`src/rtl/nstk_pkg.sv`:
```
package nstk_pkg;

    localparam int NIB_W     = 4;
    localparam int PC_W      = 14;
    localparam int SP_W      = 8;
    localparam int BANK_W    = 1;
    localparam int PAIR_W    = 8;
    localparam int MBS_W     = 4;
    localparam int RBS_W     = 2;
    localparam int MAX_SLOTS = 6;
    localparam int STEP_W    = $clog2(MAX_SLOTS);
    localparam int ADDR_W    = BANK_W + SP_W;
    // slots whose read data the unpacker actually needs
    localparam int KEEP_SLOTS = MAX_SLOTS - 1;

    typedef enum logic [2:0] {
        OP_CALL  = 3'd0,
        OP_RET   = 3'd1,
        OP_PUSHP = 3'd2,
        OP_POPP  = 3'd3,
        OP_PUSHB = 3'd4,
        OP_POPB  = 3'd5
    } op_e;

    typedef logic [NIB_W-1:0] nib_t;

    typedef struct packed {
        logic [PC_W-1:0]   pc;
        logic              mbe;
        logic              rbe;
        logic [PAIR_W-1:0] pair;
        logic [MBS_W-1:0]  mbs;
        logic [RBS_W-1:0]  rbs;
    } operands_t;

    typedef struct packed {
        logic [PC_W-1:0]   pc;
        logic              mbe;
        logic              rbe;
        logic [PAIR_W-1:0] pair;
        logic [MBS_W-1:0]  mbs;
        logic [RBS_W-1:0]  rbs;
    } result_t;

    function automatic logic op_legal(input logic [2:0] code);
        return code <= 3'd5;
    endfunction

    function automatic logic [STEP_W-1:0] op_len(input op_e op);
        case (op)
            OP_CALL, OP_RET: return STEP_W'(MAX_SLOTS);
            default:         return STEP_W'(2);
        endcase
    endfunction

    function automatic logic op_writes(input op_e op);
        return (op == OP_CALL) || (op == OP_PUSHP) || (op == OP_PUSHB);
    endfunction

endpackage

```
`src/rtl/nstk_slot_mux.sv`:
```
module nstk_slot_mux
    import nstk_pkg::*;
#(
    parameter int STEPS = MAX_SLOTS
) (
    input  logic                  clk,
    input  logic                  rst,
    input  logic                  we,
    input  op_e                   op,
    input  logic [STEP_W-1:0]     step,
    input  operands_t             opnd,
    output nib_t                  wdata
);

    localparam int SW = $clog2(STEPS);

    // step n writes the slot n+1 below the stack pointer
    always_comb begin
        wdata = '0;
        case (op)
            OP_CALL: begin
                case (step)
                    STEP_W'(0): wdata = 4'b0000;
                    STEP_W'(1): wdata = {2'b00, opnd.mbe, opnd.rbe};
                    STEP_W'(2): wdata = opnd.pc[7:4];
                    STEP_W'(3): wdata = opnd.pc[3:0];
                    STEP_W'(4): wdata = {2'b00, opnd.pc[13:12]};
                    STEP_W'(5): wdata = opnd.pc[11:8];
                    default:    wdata = '0;
                endcase
            end
            OP_PUSHP: wdata = (step == '0) ? opnd.pair[7:4] : opnd.pair[3:0];
            OP_PUSHB: wdata = (step == '0) ? opnd.mbs : {2'b00, opnd.rbs};
            default:  wdata = '0;
        endcase
    end

    AST_CALL_PCHI_PAD: assert property (@(posedge clk) disable iff (rst)
        (we && op == OP_CALL && step == STEP_W'(4)) |-> (wdata[3:2] == 2'b00)) else $error("pc slot pad");
    AST_STEP_IN_RANGE: assert property (@(posedge clk) disable iff (rst)
        we |-> (32'(step) < STEPS) && (SW > 0)) else $error("step range");

endmodule

```
`src/rtl/nstk_unpack.sv`:
```
module nstk_unpack
    import nstk_pkg::*;
(
    input  logic [KEEP_SLOTS-1:0][NIB_W-1:0] slots,
    output result_t                           res
);

    // slot i is the nibble read at SP+i
    logic unused_pad;
    assign unused_pad = ^{slots[1][3:2], slots[4][3:2]};

    always_comb begin
        res.pc   = {slots[1][1:0], slots[0], slots[3], slots[2]};
        res.mbe  = slots[4][1];
        res.rbe  = slots[4][0];
        res.pair = {slots[1], slots[0]};
        res.mbs  = slots[1];
        res.rbs  = slots[0][RBS_W-1:0];
    end

endmodule

```
`src/rtl/nstk_seq.sv`:
```
module nstk_seq
    import nstk_pkg::*;
(
    input  logic                              clk,
    input  logic                              rst,
    input  logic                              cmd_valid,
    input  logic [2:0]                        cmd_op,
    input  logic                              sbs_wr,
    input  logic [BANK_W-1:0]                 sbs_bank,
    input  nib_t                              ram_rdata,
    output logic                              busy,
    output logic                              accept,
    output logic                              last,
    output op_e                               op,
    output logic [STEP_W-1:0]                 step,
    output logic [SP_W-1:0]                   sp,
    output logic [BANK_W-1:0]                 bank,
    output logic                              ram_we,
    output logic [ADDR_W-1:0]                 ram_addr,
    output logic [KEEP_SLOTS-1:0][NIB_W-1:0]  slots
);

    logic                              busy_q;
    op_e                               op_q;
    logic [STEP_W-1:0]                 step_q;
    logic [SP_W-1:0]                   sp_q;
    logic [BANK_W-1:0]                 bank_q;
    logic [KEEP_SLOTS-1:0][NIB_W-1:0]  rbuf_q;
    logic                              wr_mode;
    logic [SP_W-1:0]                   slot_ptr;

    assign accept  = cmd_valid && !busy_q && op_legal(cmd_op);
    assign wr_mode = op_writes(op_q);
    assign last    = busy_q && (step_q == STEP_W'(op_len(op_q) - STEP_W'(1)));

    always_comb begin
        if (wr_mode) slot_ptr = sp_q - SP_W'(step_q) - SP_W'(1);
        else         slot_ptr = sp_q + SP_W'(step_q);
    end

    assign ram_addr = {bank_q, slot_ptr};
    assign ram_we   = busy_q && wr_mode;

    // merge the nibble being read this cycle with the ones already captured
    always_comb begin
        slots = rbuf_q;
        for (int i = 0; i < KEEP_SLOTS; i++) begin
            if (busy_q && !wr_mode && step_q == STEP_W'(i)) slots[i] = ram_rdata;
        end
    end

    always_ff @(posedge clk) begin
        if (rst) begin
            busy_q <= 1'b0;
            op_q   <= OP_CALL;
            step_q <= '0;
            sp_q   <= '0;
            bank_q <= '0;
            rbuf_q <= '0;
        end else begin
            if (sbs_wr && !busy_q) bank_q <= sbs_bank;
            if (accept) begin
                busy_q <= 1'b1;
                op_q   <= op_e'(cmd_op);
                step_q <= '0;
            end else if (busy_q) begin
                for (int i = 0; i < KEEP_SLOTS; i++) begin
                    if (!wr_mode && step_q == STEP_W'(i)) rbuf_q[i] <= ram_rdata;
                end
                if (last) begin
                    busy_q <= 1'b0;
                    step_q <= '0;
                    if (wr_mode) sp_q <= sp_q - SP_W'(op_len(op_q));
                    else         sp_q <= sp_q + SP_W'(op_len(op_q));
                end else begin
                    step_q <= step_q + STEP_W'(1);
                end
            end
        end
    end

    assign busy = busy_q;
    assign op   = op_q;
    assign step = step_q;
    assign sp   = sp_q;
    assign bank = bank_q;

    AST_WE_NEEDS_BUSY: assert property (@(posedge clk) disable iff (rst)
        ram_we |-> busy_q) else $error("write while idle");
    AST_SP_MOVES_AT_END: assert property (@(posedge clk) disable iff (rst)
        !$fell(busy_q) |-> $stable(sp_q)) else $error("sp moved mid-sequence");
    AST_BANK_FROZEN_BUSY: assert property (@(posedge clk) disable iff (rst)
        (busy_q && $past(busy_q)) |-> $stable(bank_q)) else $error("bank changed while busy");
    AST_ADDR_IN_BANK: assert property (@(posedge clk) disable iff (rst)
        busy_q |-> (ram_addr[ADDR_W-1 -: BANK_W] == bank_q)) else $error("address outside bank");
    AST_NO_START_WHEN_BUSY: assert property (@(posedge clk) disable iff (rst)
        (busy_q && !last) |=> busy_q && $stable(op_q)) else $error("sequence disturbed");

endmodule

```
`src/rtl/nibble_stack_ctrl.sv`:
```
module nibble_stack_ctrl
    import nstk_pkg::*;
(
    input  logic         clk,
    input  logic         rst,
    input  logic         cmd_valid,
    input  logic [2:0]   cmd_op,
    input  logic [13:0]  pc_in,
    input  logic         mbe_in,
    input  logic         rbe_in,
    input  logic [7:0]   pair_in,
    input  logic [3:0]   mbs_in,
    input  logic [1:0]   rbs_in,
    input  logic         sbs_wr,
    input  logic         sbs_bank,
    input  logic [3:0]   ram_rdata,
    output logic [8:0]   ram_addr,
    output logic         ram_we,
    output logic [3:0]   ram_wdata,
    output logic         busy,
    output logic [7:0]   sp_out,
    output logic         stack_bank,
    output logic [13:0]  pc_out,
    output logic         mbe_out,
    output logic         rbe_out,
    output logic         ret_done,
    output logic [7:0]   pair_out,
    output logic         pair_done,
    output logic [3:0]   mbs_out,
    output logic [1:0]   rbs_out,
    output logic         bank_done
);

    logic                              accept;
    logic                              last;
    op_e                               op;
    logic [STEP_W-1:0]                 step;
    logic [KEEP_SLOTS-1:0][NIB_W-1:0]  slots;
    operands_t                         opnd_q;
    result_t                           res;
    result_t                           res_q;
    logic                              ret_done_q, pair_done_q, bank_done_q;

    nstk_seq u_seq (
        .clk       (clk),
        .rst       (rst),
        .cmd_valid (cmd_valid),
        .cmd_op    (cmd_op),
        .sbs_wr    (sbs_wr),
        .sbs_bank  (sbs_bank),
        .ram_rdata (ram_rdata),
        .busy      (busy),
        .accept    (accept),
        .last      (last),
        .op        (op),
        .step      (step),
        .sp        (sp_out),
        .bank      (stack_bank),
        .ram_we    (ram_we),
        .ram_addr  (ram_addr),
        .slots     (slots)
    );

    always_ff @(posedge clk) begin
        if (rst) begin
            opnd_q <= '0;
        end else if (accept) begin
            opnd_q.pc   <= pc_in;
            opnd_q.mbe  <= mbe_in;
            opnd_q.rbe  <= rbe_in;
            opnd_q.pair <= pair_in;
            opnd_q.mbs  <= mbs_in;
            opnd_q.rbs  <= rbs_in;
        end
    end

    nstk_slot_mux #(.STEPS(MAX_SLOTS)) u_mux (
        .clk   (clk),
        .rst   (rst),
        .we    (ram_we),
        .op    (op),
        .step  (step),
        .opnd  (opnd_q),
        .wdata (ram_wdata)
    );

    nstk_unpack u_unpack (
        .slots (slots),
        .res   (res)
    );

    always_ff @(posedge clk) begin
        if (rst) begin
            res_q       <= '0;
            ret_done_q  <= 1'b0;
            pair_done_q <= 1'b0;
            bank_done_q <= 1'b0;
        end else begin
            ret_done_q  <= 1'b0;
            pair_done_q <= 1'b0;
            bank_done_q <= 1'b0;
            if (last) begin
                case (op)
                    OP_RET: begin
                        res_q.pc  <= res.pc;
                        res_q.mbe <= res.mbe;
                        res_q.rbe <= res.rbe;
                        ret_done_q <= 1'b1;
                    end
                    OP_POPP: begin
                        res_q.pair  <= res.pair;
                        pair_done_q <= 1'b1;
                    end
                    OP_POPB: begin
                        res_q.mbs   <= res.mbs;
                        res_q.rbs   <= res.rbs;
                        bank_done_q <= 1'b1;
                    end
                    default: ;
                endcase
            end
        end
    end

    assign pc_out    = res_q.pc;
    assign mbe_out   = res_q.mbe;
    assign rbe_out   = res_q.rbe;
    assign pair_out  = res_q.pair;
    assign mbs_out   = res_q.mbs;
    assign rbs_out   = res_q.rbs;
    assign ret_done  = ret_done_q;
    assign pair_done = pair_done_q;
    assign bank_done = bank_done_q;

    AST_DONE_ONEHOT: assert property (@(posedge clk) disable iff (rst)
        $onehot0({ret_done, pair_done, bank_done})) else $error("two done pulses");
    AST_DONE_AT_BUSY_FALL: assert property (@(posedge clk) disable iff (rst)
        (ret_done || pair_done || bank_done) |-> $fell(busy)) else $error("done off busy edge");
    AST_DONE_ONE_CYCLE: assert property (@(posedge clk) disable iff (rst)
        (ret_done || pair_done || bank_done) |=> !(ret_done || pair_done || bank_done)) else $error("done too long");
    AST_RESULT_HOLDS: assert property (@(posedge clk) disable iff (rst)
        !ret_done |-> $stable(pc_out)) else $error("pc changed without return");

endmodule

```
`config.mk`:
```
export PLATFORM = sky130hd
export DESIGN_NAME = nibble_stack_ctrl
export DESIGN_NICKNAME = d
export VERILOG_FILES = /design/src/rtl/nstk_pkg.sv /design/src/rtl/nstk_slot_mux.sv /design/src/rtl/nstk_unpack.sv /design/src/rtl/nstk_seq.sv /design/src/rtl/nibble_stack_ctrl.sv
export SDC_FILE = /design/constraint.sdc
export NUM_CORES = 1
export LEC_CHECK = 0
export BUFFER_PORTS_ARGS = -buffer_cell sky130_fd_sc_hd__clkbuf_2
export CAP_MARGIN = 20
export CELL_PAD_IN_SITES_DETAIL_PLACEMENT = 1
export CELL_PAD_IN_SITES_GLOBAL_PLACEMENT = 1
export CORE_MARGIN = 3
export CORE_UTILIZATION = 40
export CTS_CLUSTER_DIAMETER = 30
export DETAILED_ROUTE_END_ITERATION = 10
export PLACE_DENSITY = 0.88
export SLEW_MARGIN = 20
export SYNTH_ARGS = -nofsm -noshare
export SYNTH_HDL_FRONTEND = slang
export SYNTH_SLANG_ARGS = --single-unit
export TNS_END_PERCENT = 1
```
`constraint.sdc`:
```
create_clock -name clk -period 3.3 [get_ports clk]
set_input_delay 0.165 -clock clk [delete_from_list [all_inputs] [get_ports clk]]
set_output_delay 0.165 -clock clk [all_outputs]
set_load 0.01 [all_outputs]
```
==> results of run 1 <==
==> per-layer routing <==
metal  part of all wire [%]  global-route usage [%]  up-vias
li1                       -                       -     1837
met1                     42                    23.4     1811
met2                     51                    36.0       94
met3                    5.7                    4.26       11
met4                    1.1                    6.32        0
met5                      0                       0        -
==> synthesized netlist by cell type, drive strengths merged <==
master / count / share of area [%]
dfxtp: 96 / 45
nand2: 88 / 7.8
nor2: 58 / 5.1
a21oi: 43 / 5.1
a211oi: 34 / 6.1
mux2i: 23 / 5.4
clkbuf: 21 / 1.9
ha: 15 / 4.4
buf: 12 / 2.4
nor2b: 11 / 1.6
inv: 9 / 0.79
xnor2: 8 / 1.6
o21ai: 7 / 0.82
and3: 5 / 0.97
nand3: 5 / 0.59
nor3: 5 / 0.70
a21o: 4 / 0.70
a22o: 4 / 0.82
nand2b: 3 / 0.44
a211o: 2 / 0.41
a221o: 2 / 0.47
a222oi: 2 / 0.47
a2bb2oi: 2 / 0.41
a31oi: 2 / 0.29
a32oi: 2 / 0.41
fa: 2 / 0.94
mux2: 2 / 0.53
nand4: 2 / 0.29
o21a: 2 / 0.35
o221ai: 2 / 0.41
or4: 2 / 0.35
a2111oi: 1 / 0.21
a21boi: 1 / 0.18
a22oi: 1 / 0.18
and2b: 1 / 0.18
and4: 1 / 0.26
conb: 1 / 0.088
nand4b: 1 / 0.21
o211ai: 1 / 0.18
o22ai: 1 / 0.15
o311ai: 1 / 0.21
o31a: 1 / 0.21
or3: 1 / 0.15
xor2: 1 / 0.21
==> registers in the layout, summed over array words and instances (netlist names), 2 cells and up <==
name and cells:
u_seq.op 3, pair_out 8, pc_out 14, rbs_out 2
mbs_out 4, u_seq.step 3, opnd_q 30, u_seq.rbuf_q 18
u_seq.sp 7
==> worst max-delay path: stages (launching register included) <==
cell	delay, ns
dfxtp_1	0.70
inv_1	0.18
ha_1	0.39
nor2b_1	0.14
o21a_1	0.16
nand3_1	0.13
o22ai_1	0.23
xor2_1	0.17
clkbuf_2	0.15
==> cells by family after synthesis <==
family                   after synthesis
adder cells (fa/ha/maj)               17
AO/OA/AOI/OAI                        115
buffers and inverters                 42
AND/OR/NAND/NOR                      183
multiplexers                          25
flip-flops                            96
other                                  1
XOR/XNOR                               9
==> layout make-up <==
cell class / instances / share of cell area, %
clock buffer: 11 / 2.85
clock inverter: 4 / 1.11
inverter: 9 / 0.681
multi-input combinational: 351 / 42.9
sequential: 96 / 38.8
tap: 136 / 3.43
timing repair buffer: 100 / 10.2
==> final timing paths <==
path	startpoint	depth (start not counted)	to
max reg2reg	u_seq.op[0]	8	u_seq.sp[7]
min reg2reg	opnd_q[4]	2	opnd_q[4]
min	pc_in[2]	3	opnd_q[18]
max	u_seq.step[2]	8	ram_addr[7]
==> cell usage in the layout (no fill, tap or decap), types with 2 or more instances in the layout <==
master	instances
a22o_1	4
or4_1	2
fa_1	2
a32oi_1	2
conb_1	2
nor3_1	4
buf_4	3
ha_1	15
and3_1	3
nor2_1	58
nand3_1	5
a21oi_1	43
o21ai_0	7
a211oi_1	33
a222oi_1	2
inv_1	8
nand4_1	2
and3_4	2
nand2b_1	3
clkbuf_8	10
a221o_1	2
nand2_1	88
clkbuf_2	96
o21a_1	2
clkinv_4	2
dfxtp_1	96
a2bb2oi_1	2
nor2b_1	11
mux2_2	2
a211o_1	2
o221ai_1	2
a21o_1	4
a31oi_1	2
xnor2_1	8
mux2i_1	23
==> where the power goes <==
group | total [mW] | switching (mW) | internal, mW
Clock | 0.767 | 0.396 | 0.370
Combinational | 0.232 | 0.144 | 0.0877
Sequential | 1.21 | 0.0230 | 1.19
Total | 2.21 | 0.563 | 1.64
==> results.tsv, run 1 <==
metric	value	unit
ys_types	51	
seq_area_frac_synth	45.1	%
placed_cells	692	
seq_area	1920	sq um
dpl-instance-area	4760	sq um
floorplan.initialDensity	41.3	%
synth_fa_ha_area_share	5.35	%
endpoint_kind	primary output	
antenna_found_initial	0	
vias	3753	
synth_top_family_by_area	simple AND/OR/NAND/NOR gates	
fmax	0.360	GHz
status	completed	
cts.sinks	96	
hold_path.class	in2reg	
multi_input_comb_area	2130	sq um
synth-simple-area-share	18.6	%
syn_area_per_cell	8.73	sq um
globalplace.congestion	0.921	
postCtsSetupRepairBufs	0	
required	3.13	ns
hold_slack	0.0224	ns
period_share	84.2	%
cts_max_path_buffers	2	
post_synth_xor_area_fraction	1.85	%
final_nets	626	
worst_pin_slew	0.865	ns
p_leak	2.14	nW
post-dp-hpwl	8500	microns
worst_ep_arrival_time	2.61	ns
ys_warn_count	0	
clock_latency	0.36	ns
htree_num_levels	3	
path_class	reg2out	
powerDensity	445	nW/um^2
fp.dieArea	11900	sq um
cts_buffers	9	
synthCells	488	
rows	37	
die_x	109	microns
post-route-util	48.0	%
cts_root_buf	clkbuf_8	
fin_crit	2.78	ns
final.setup_skew	0.00610	ns
dr.pass1.iters	5	
fin_ws	0.522	ns
num_antenna_cells	0	
ioPinCount	99	
tns	0	ns
dieHeight	109	microns
grt_overflow_total	0	
core	10300	sq um
finalSetupViolCount	0	
grt_pass1_wl	18500	microns
grt_pass1_vias	3800	
syn-cell-area	4260	sq um
finalMaxSlewViolations	0	
drive_above_1_share	21.4	%
slew_headroom	42.3	%
hold_violations	0	
post_drt_wl_per_cell	16.6	microns
cts_resized	0	
final_cell_area	4960	sq um
rrSetupSlack	0.59	ns
cts_hold_buf	0	
wl	11700	microns
drc	0	
cts_tree	built	
fillers	1256	
synth-seq-cells	96	
ant_nets	0	
rsz0062_at_grt	false	
grt_max_degree	53	
critPathLaunchType	flip-flop	
area_growth	16.4	%
grt_usage	19.9	%
power	2.21	mW
preCtsSetupSlack	0.611	ns
via_per_inst	5.31	
drtIter0Drc	124	
critPathMaxFanout	15	
clkTransAtPathRegs	0.09	ns
ir_drop	0.217	mV
synthMuxAreaShare	5.93	%
instances_no_fill	707	
io_buffer_count	97	
cap_violations	0	
synth_compound_gate_area_share	18.0	%
(Power assumes the default switching activity.)
==> run 2: changes to the inputs <==
--- a/config.mk
+++ b/config.mk
@@ -5,15 +5,16 @@
 export SDC_FILE = /design/constraint.sdc
 export NUM_CORES = 1
 export LEC_CHECK = 0
+export ABC_AREA = 1
 export BUFFER_PORTS_ARGS = -buffer_cell sky130_fd_sc_hd__clkbuf_2
 export CAP_MARGIN = 20
 export CELL_PAD_IN_SITES_DETAIL_PLACEMENT = 1
 export CELL_PAD_IN_SITES_GLOBAL_PLACEMENT = 1
 export CORE_MARGIN = 3
-export CORE_UTILIZATION = 40
+export CORE_UTILIZATION = 35
 export CTS_CLUSTER_DIAMETER = 30
 export DETAILED_ROUTE_END_ITERATION = 10
-export PLACE_DENSITY = 0.88
+export PLACE_DENSITY = 0.85
 export SLEW_MARGIN = 20
 export SYNTH_ARGS = -nofsm -noshare
 export SYNTH_HDL_FRONTEND = slang
==> constraint.sdc (replaced) <==
create_clock -name clk -period 2.4 [get_ports clk]
set_input_delay 0.12 -clock clk [delete_from_list [all_inputs] [get_ports clk]]
set_output_delay 0.12 -clock clk [all_outputs]
set_load 0.01 [all_outputs]
==> results.tsv, run 2 <==
metric	value	unit	change
grt_usage	18.4	%	-1.5 points
instances_no_fill	894		+26%
wl	12800	microns	+9.1%
grt_pass1_wl	21400	microns	+15%
synth_top_area_share	43.0	%	-2.1 points
synthArstFlopShare	0	%	unchanged
p_leak	2.54	nW	+19%
finalMaxSlewViolations	0		unchanged
grt_overflow_total	0		unchanged
min_path_cells	3		unchanged
synth-seq-cells	96		unchanged
floorplan.initialDensity	36.4	%	-4.8 points
vias	4309		+15%
finalSetupViolCount	0		unchanged
rrSetupSlack	0.20	ns	-0.39 ns
p_int	2.72	mW	+66%
dieHeight	119	microns	+9.0%
htree_num_levels	3		unchanged
final.setup_skew	0.00683	ns	+0.000735 ns
powerDensity	686	nW/um^2	+54%
seq_area_frac_synth	43.0	%	-2.1 points
die_x	119	microns	+9.0%
hold_path.class	in2reg		
cts_root_buf	clkbuf_16		
final_nets	780		+25%
cap_violations	0		unchanged
ir_drop	0.363	mV	+67%
via_per_inst	4.82		-9.2%
syn_area_per_cell	7.07	sq um	-19%
post_drt_wl_per_cell	14.3	microns	-14%
cts_max_path_buffers	2		unchanged
grt_pass1_vias	4501		+18%
ioPinCount	99		unchanged
io_buffer_count	97		unchanged
rows	40		+8.1%
synth.most_common_cell	nor2_1		
hold_violations	0		unchanged
cts.sinks	96		unchanged
regMostFlops	opnd_q		
power_switching	972	uW	+73%
syn-cell-area	4470	sq um	+4.9%
synth_area_leader_cell	dfxtp_1		
p_comb_share	11.9	%	+1.4 points
drive_above_1_share	19.3	%	-2.1 points
hp-start	pair_in[0]		
yosys-top-cells-count	171 x nor2_1, 116 x nand2_1, 96 x dfxtp_1		
worst_pin_slew	0.536	ns	-0.329 ns
largest_register_ffs	30		unchanged
cts_buffers	9		unchanged
endpoint_kind	flip-flop		
min_delay_worst_endpoint	opnd_q[6]		
seqPwrFrac	45.8	%	-9.0 points
cts_tree	built		
tns	0	ns	unchanged
post-dp-hpwl	9670	microns	+14%
clkTransAtPathRegs	0.07	ns	-0.02 ns
ys_types	31		-39%
r2r_cells	11		+3
reg2reg_to	u_seq.sp[5]		
critPathMaxFanout	6		-9
fp.dieArea	14200	sq um	+19%
clock_latency	0.34	ns	-0.02 ns
switching_share	26.3	%	+0.78 points
antenna_found_initial	0		unchanged
timing.rr.start	u_seq.op[0]		
drtIter0Drc	219		+77%
synth_edf_count	0		unchanged
fmax	0.455	GHz	
p_clk_share	42.2	%	+7.5 points
ys_top_cells_by_area	dfxtp_1 43%, nor2_1 14%, nand2_1 9.7%, o21ai_0 6.3%, ha_1 4.2%		
rsz0062_at_grt	false		
slew_headroom	64.0	%	+22 points
drc	0		unchanged
placed_cells	878		+27%
layout_commonest_cell	nor2_1		
path_class	reg2reg		
grt_max_degree	41		-23%
ant_nets	0		unchanged
core	12300	sq um	+19%
worst_ep_arrival_time	2.43	ns	-0.18 ns
ys_warn_count	0		unchanged
final_cell_area	5390	sq um	+8.7%
globalplace.congestion	0.827		-10%
area_growth	20.7	%	
synthCells	632		+30%
num_antenna_cells	0		unchanged
period_share	91.7	%	
ys.flop_type	dfxtp_1		
cts_hold_buf	0		unchanged
final_cell_mix	171 x nor2_1, 116 x nand2_1, 97 x clkbuf_2, 95 x dfxtp_1, 56 x o21ai_0		
fin_crit	2.20	ns	
dr.pass1.iters	4		-1
critPathLaunchType	flip-flop		
dpl-instance-area	5070	sq um	+6.4%
status	completed		
required	2.63	ns	-0.50 ns
==> run 2: worst max-delay path by stage <==
stage | start | endpoint | slack [ns]
after CTS | u_seq.step[2] | ram_addr[5] | 0.04
after global routing | u_seq.step[1] | ram_wdata[0] | 0.04
after floorplan | u_seq.op[1] | u_seq.sp[5] | 0.53
after global placement | u_seq.op[0] | u_seq.sp[5] | 0.40
after detailed placement | u_seq.op[1] | u_seq.sp[5] | 0.32
final | u_seq.op[0] | u_seq.sp[5] | 0.20
==> run 2: layer usage <==
metal  vias to the layer above  track usage, %  routed length [microns]
met5                         -               0                        0
met4                         0            4.92                      166
met3                        17            4.08                      556
met2                        86            30.9                     6100
met1                      2034            23.7                     5960
li1                       2172               -                        -
==> run 2: per-stage QoR <==
stage	power [mW]	utilization (%)	hold slack (ns)	setup WS, ns
6_report	3.70	44.0	0.0290	0.200
5_1_grt	3.87	44.0	0.0387	0.0381
4_1_cts	3.73	43.9	0.0214	0.0402
3_5_place_dp	2.17	41.3	0.381	0.324
3_3_place_gp	2.14	41.3	0.374	0.404
2_1_floorplan	2.01	-	0.286	0.526
==> run 2: cells by family after synthesis <==
logic type | Yosys count | synth area share [%]
flip-flops | 96 | 43.0
buffers and inverters | 74 | 7.48
other | 1 | 0.0839
AND/OR/NAND/NOR | 329 | 30.0
XOR/XNOR | 12 | 2.35
adder cells (fa/ha/maj) | 17 | 5.10
AO/OA/AOI/OAI | 103 | 12.0
==> run 2: what timing repair did <==
item | in CTS | in global routing
endpoints found under the setup margin | 0 | 3
resized for setup | 0 | 2
buffers inserted | 0 | 0
==> run 2: final cells by class <==
class	instances	area (sq um)
Clock buffer	10	229
Clock inverter	6	91.3
Fill cell	1600	6870
Inverter	46	173
Multi-Input combinational cell	463	2220
Sequential cell	96	1920
Tap cell	168	210
Timing Repair Buffer	105	546
==> run 2: critical path, stage by stage, from the launching register on <==
cell	delay (ns)
dfxtp_1	0.48
inv_2	0.11
nor3_1	0.17
inv_1	0.14
o21ai_0	0.18
ha_1	0.34
ha_1	0.19
nor2_1	0.08
nor2_1	0.04
nor2_1	0.11
xor2_1	0.16
a21oi_1	0.08
==> run 2: power by group through the flow <==
stage / registers, mW / logic [mW] / clock network (mW)
finish: 1.69 / 0.440 / 1.56
global route: 1.70 / 0.501 / 1.67
CTS: 1.69 / 0.446 / 1.59
detailed placement: 1.73 / 0.440 / 0
global placement: 1.73 / 0.418 / 0
floorplan: 1.71 / 0.300 / 0
==> run 3: changes to the inputs <==
--- a/config.mk
+++ b/config.mk
@@ -10,10 +10,10 @@
 export CAP_MARGIN = 20
 export CELL_PAD_IN_SITES_DETAIL_PLACEMENT = 1
 export CELL_PAD_IN_SITES_GLOBAL_PLACEMENT = 1
-export CORE_MARGIN = 3
 export CORE_UTILIZATION = 35
 export CTS_CLUSTER_DIAMETER = 30
 export DETAILED_ROUTE_END_ITERATION = 10
+export GPL_ROUTABILITY_DRIVEN = 1
 export PLACE_DENSITY = 0.85
 export SLEW_MARGIN = 20
 export SYNTH_ARGS = -nofsm -noshare
==> results.tsv, run 3 (synthesis results as in run 2) <==
metric	value	unit	change
antenna_found_initial	0		unchanged
die_x	115	microns	-3.4%
fillers	1622		+1.4%
critPathMaxFanout	6		unchanged
grt_overflow_total	0		unchanged
final.setup_skew	0.00862	ns	+0.00179 ns
p_leak	2.53	nW	-0.43%
cts_tree	built		
rows	40		unchanged
post-dp-hpwl	9650	microns	-0.14%
fmax	0.453	GHz	-0.43%
p_int	2.57	mW	-5.5%
regMostFlops	opnd_q		
worst_ep_arrival_time	2.09	ns	-0.34 ns
endpoint_kind	primary output		
fin_crit	2.21	ns	+0.00959 ns
multi_input_comb_area	2220	sq um	+0.11%
final_nets	779		-0.13%
wl	12800	microns	about the same
fp.dieArea	13200	sq um	-6.6%
layout_commonest_cell	nor2_1		
vias	4290		-0.44%
cap_violations	0		unchanged
switching_share	27.2	%	+0.92 points
cts_root_buf	clkbuf_16		
grt_pass1_wl	21000	microns	-1.7%
floorplan.initialDensity	36.6	%	+0.15 points
num_antenna_cells	0		unchanged
seqPwrFrac	47.9	%	+2.1 points
grt_usage	20.4	%	+2.1 points
worst_pin_slew	0.881	ns	+0.345 ns
drc	0		unchanged
hold_path.class	in2reg		
drtIter0Drc	135		-38%
ant_nets	0		unchanged
cts_max_path_buffers	2		unchanged
instances_no_fill	893		-0.11%
status	completed		
dr.pass1.iters	4		unchanged
via_per_inst	4.80		-0.33%
slew_headroom	41.2	%	-23 points
hold_slack	0.0287	ns	-0.000226 ns
final_cell_mix	171 x nor2_1, 116 x nand2_1, 97 x clkbuf_2, 94 x dfxtp_1, 56 x o21ai_0		
ioPinCount	99		unchanged
p_clk_share	39.6	%	-2.6 points
cts.sinks	96		unchanged
grt_pass1_vias	4482		-0.42%
area_growth	20.2	%	
ir_drop	0.290	mV	-20%
p_comb_share	12.5	%	+0.6 points
clock_latency	0.35	ns	about the same
placed_cells	877		-0.11%
largest_register_ffs	30		unchanged
power_switching	963	uW	-0.95%
htree_num_levels	3		unchanged
drive_above_1_share	19.7	%	+0.44 points
clkTransAtPathRegs	0.07	ns	about the same
cts_buffers	9		unchanged
path_class	reg2out		
globalplace.congestion	0.838		+1.3%
critPathLaunchType	flip-flop		
powerDensity	658	nW/um^2	-4.0%
post_drt_wl_per_cell	14.3	microns	about the same
rsz0062_at_grt	false		
seq_area	1920	sq um	about the same
required	2.28	ns	-0.35 ns
finalMaxSlewViolations	0		unchanged
finalSetupViolCount	0		unchanged
cts_hold_buf	0		unchanged
core	12200	sq um	-0.41%
tns	0	ns	unchanged
io_buffer_count	97		unchanged
dieHeight	115	microns	-3.4%
hold_violations	0		unchanged
grt_max_degree	41		unchanged
period_share	92.1	%	+0.40 points
run 3: worst max-delay path: stages (launching register included):
cell and delay (ns):
dfxtp_2 0.39, inv_2 0.10, ha_1 0.33, inv_1 0.09, a21oi_2 0.19, nor2_1 0.10
o21ai_0 0.23, xor2_1 0.17, clkbuf_2 0.15
run 3: power groups by stage:
| stage | logic (mW) | registers (mW) | clock network [mW] |
|---|---|---|---|
| 2_1_floorplan | 0.300 | 1.71 | 0 |
| 3_3_place_gp | 0.419 | 1.72 | 0 |
| 3_5_place_dp | 0.442 | 1.73 | 0 |
| 4_1_cts | 0.446 | 1.69 | 1.42 |
| 5_1_grt | 0.498 | 1.70 | 1.51 |
| 6_report | 0.442 | 1.69 | 1.40 |
run 3: metrics by stage:
stage	power, mW	setup WS [ns]	util, %	instance area (sq um)
final	3.54	0.191	44.0	5370
after floorplan	2.01	0.526	-	4470
after global routing	3.70	0.0198	44.0	5370
after detailed placement	2.17	0.234	41.5	5070
after CTS	3.56	0.0949	43.9	5370
after global placement	2.14	0.408	41.5	5070
run 3: final timing paths:
path	from	end	slack, ns	cells after the start
setup / recovery	u_seq.step[2]	ram_addr[5]	0.19	8
hold / removal	pc_in[2]	opnd_q[18]	0.03	3
setup reg to reg	u_seq.op[0]	u_seq.sp[5]	0.28	11
hold reg to reg	opnd_q[16]	opnd_q[16]	0.46	2
run 3: layer usage:
layer / share of wire [%] / GRT usage [%] / vias to the layer above / wire length, microns
met4: 1.8 / 6.23 / 0 / 229
met2: 49 / 36.3 / 96 / 6230
met5: 0 / 0 / - / 0
met3: 3.7 / 3.80 / 19 / 479
met1: 46 / 25.0 / 2009 / 5840
li1: - / - / 2166 / -
run 3: area by class of cell:
cell class / count / area share (%)
sequential: 96 / 35.8
inverter: 46 / 3.21
clock buffer: 11 / 4.70
tap: 168 / 3.91
multi-input combinational: 463 / 41.4
timing repair buffer: 104 / 10.2
clock inverter: 5 / 0.745
run 3: what timing repair did:
| item | in CTS | in global routing |
|---|---|---|
| pin swaps | 0 | 0 |
| setup endpoints to repair | 1 | 4 |
| buffers inserted | 0 | 0 |
| gates resized for setup | 1 | 4 |
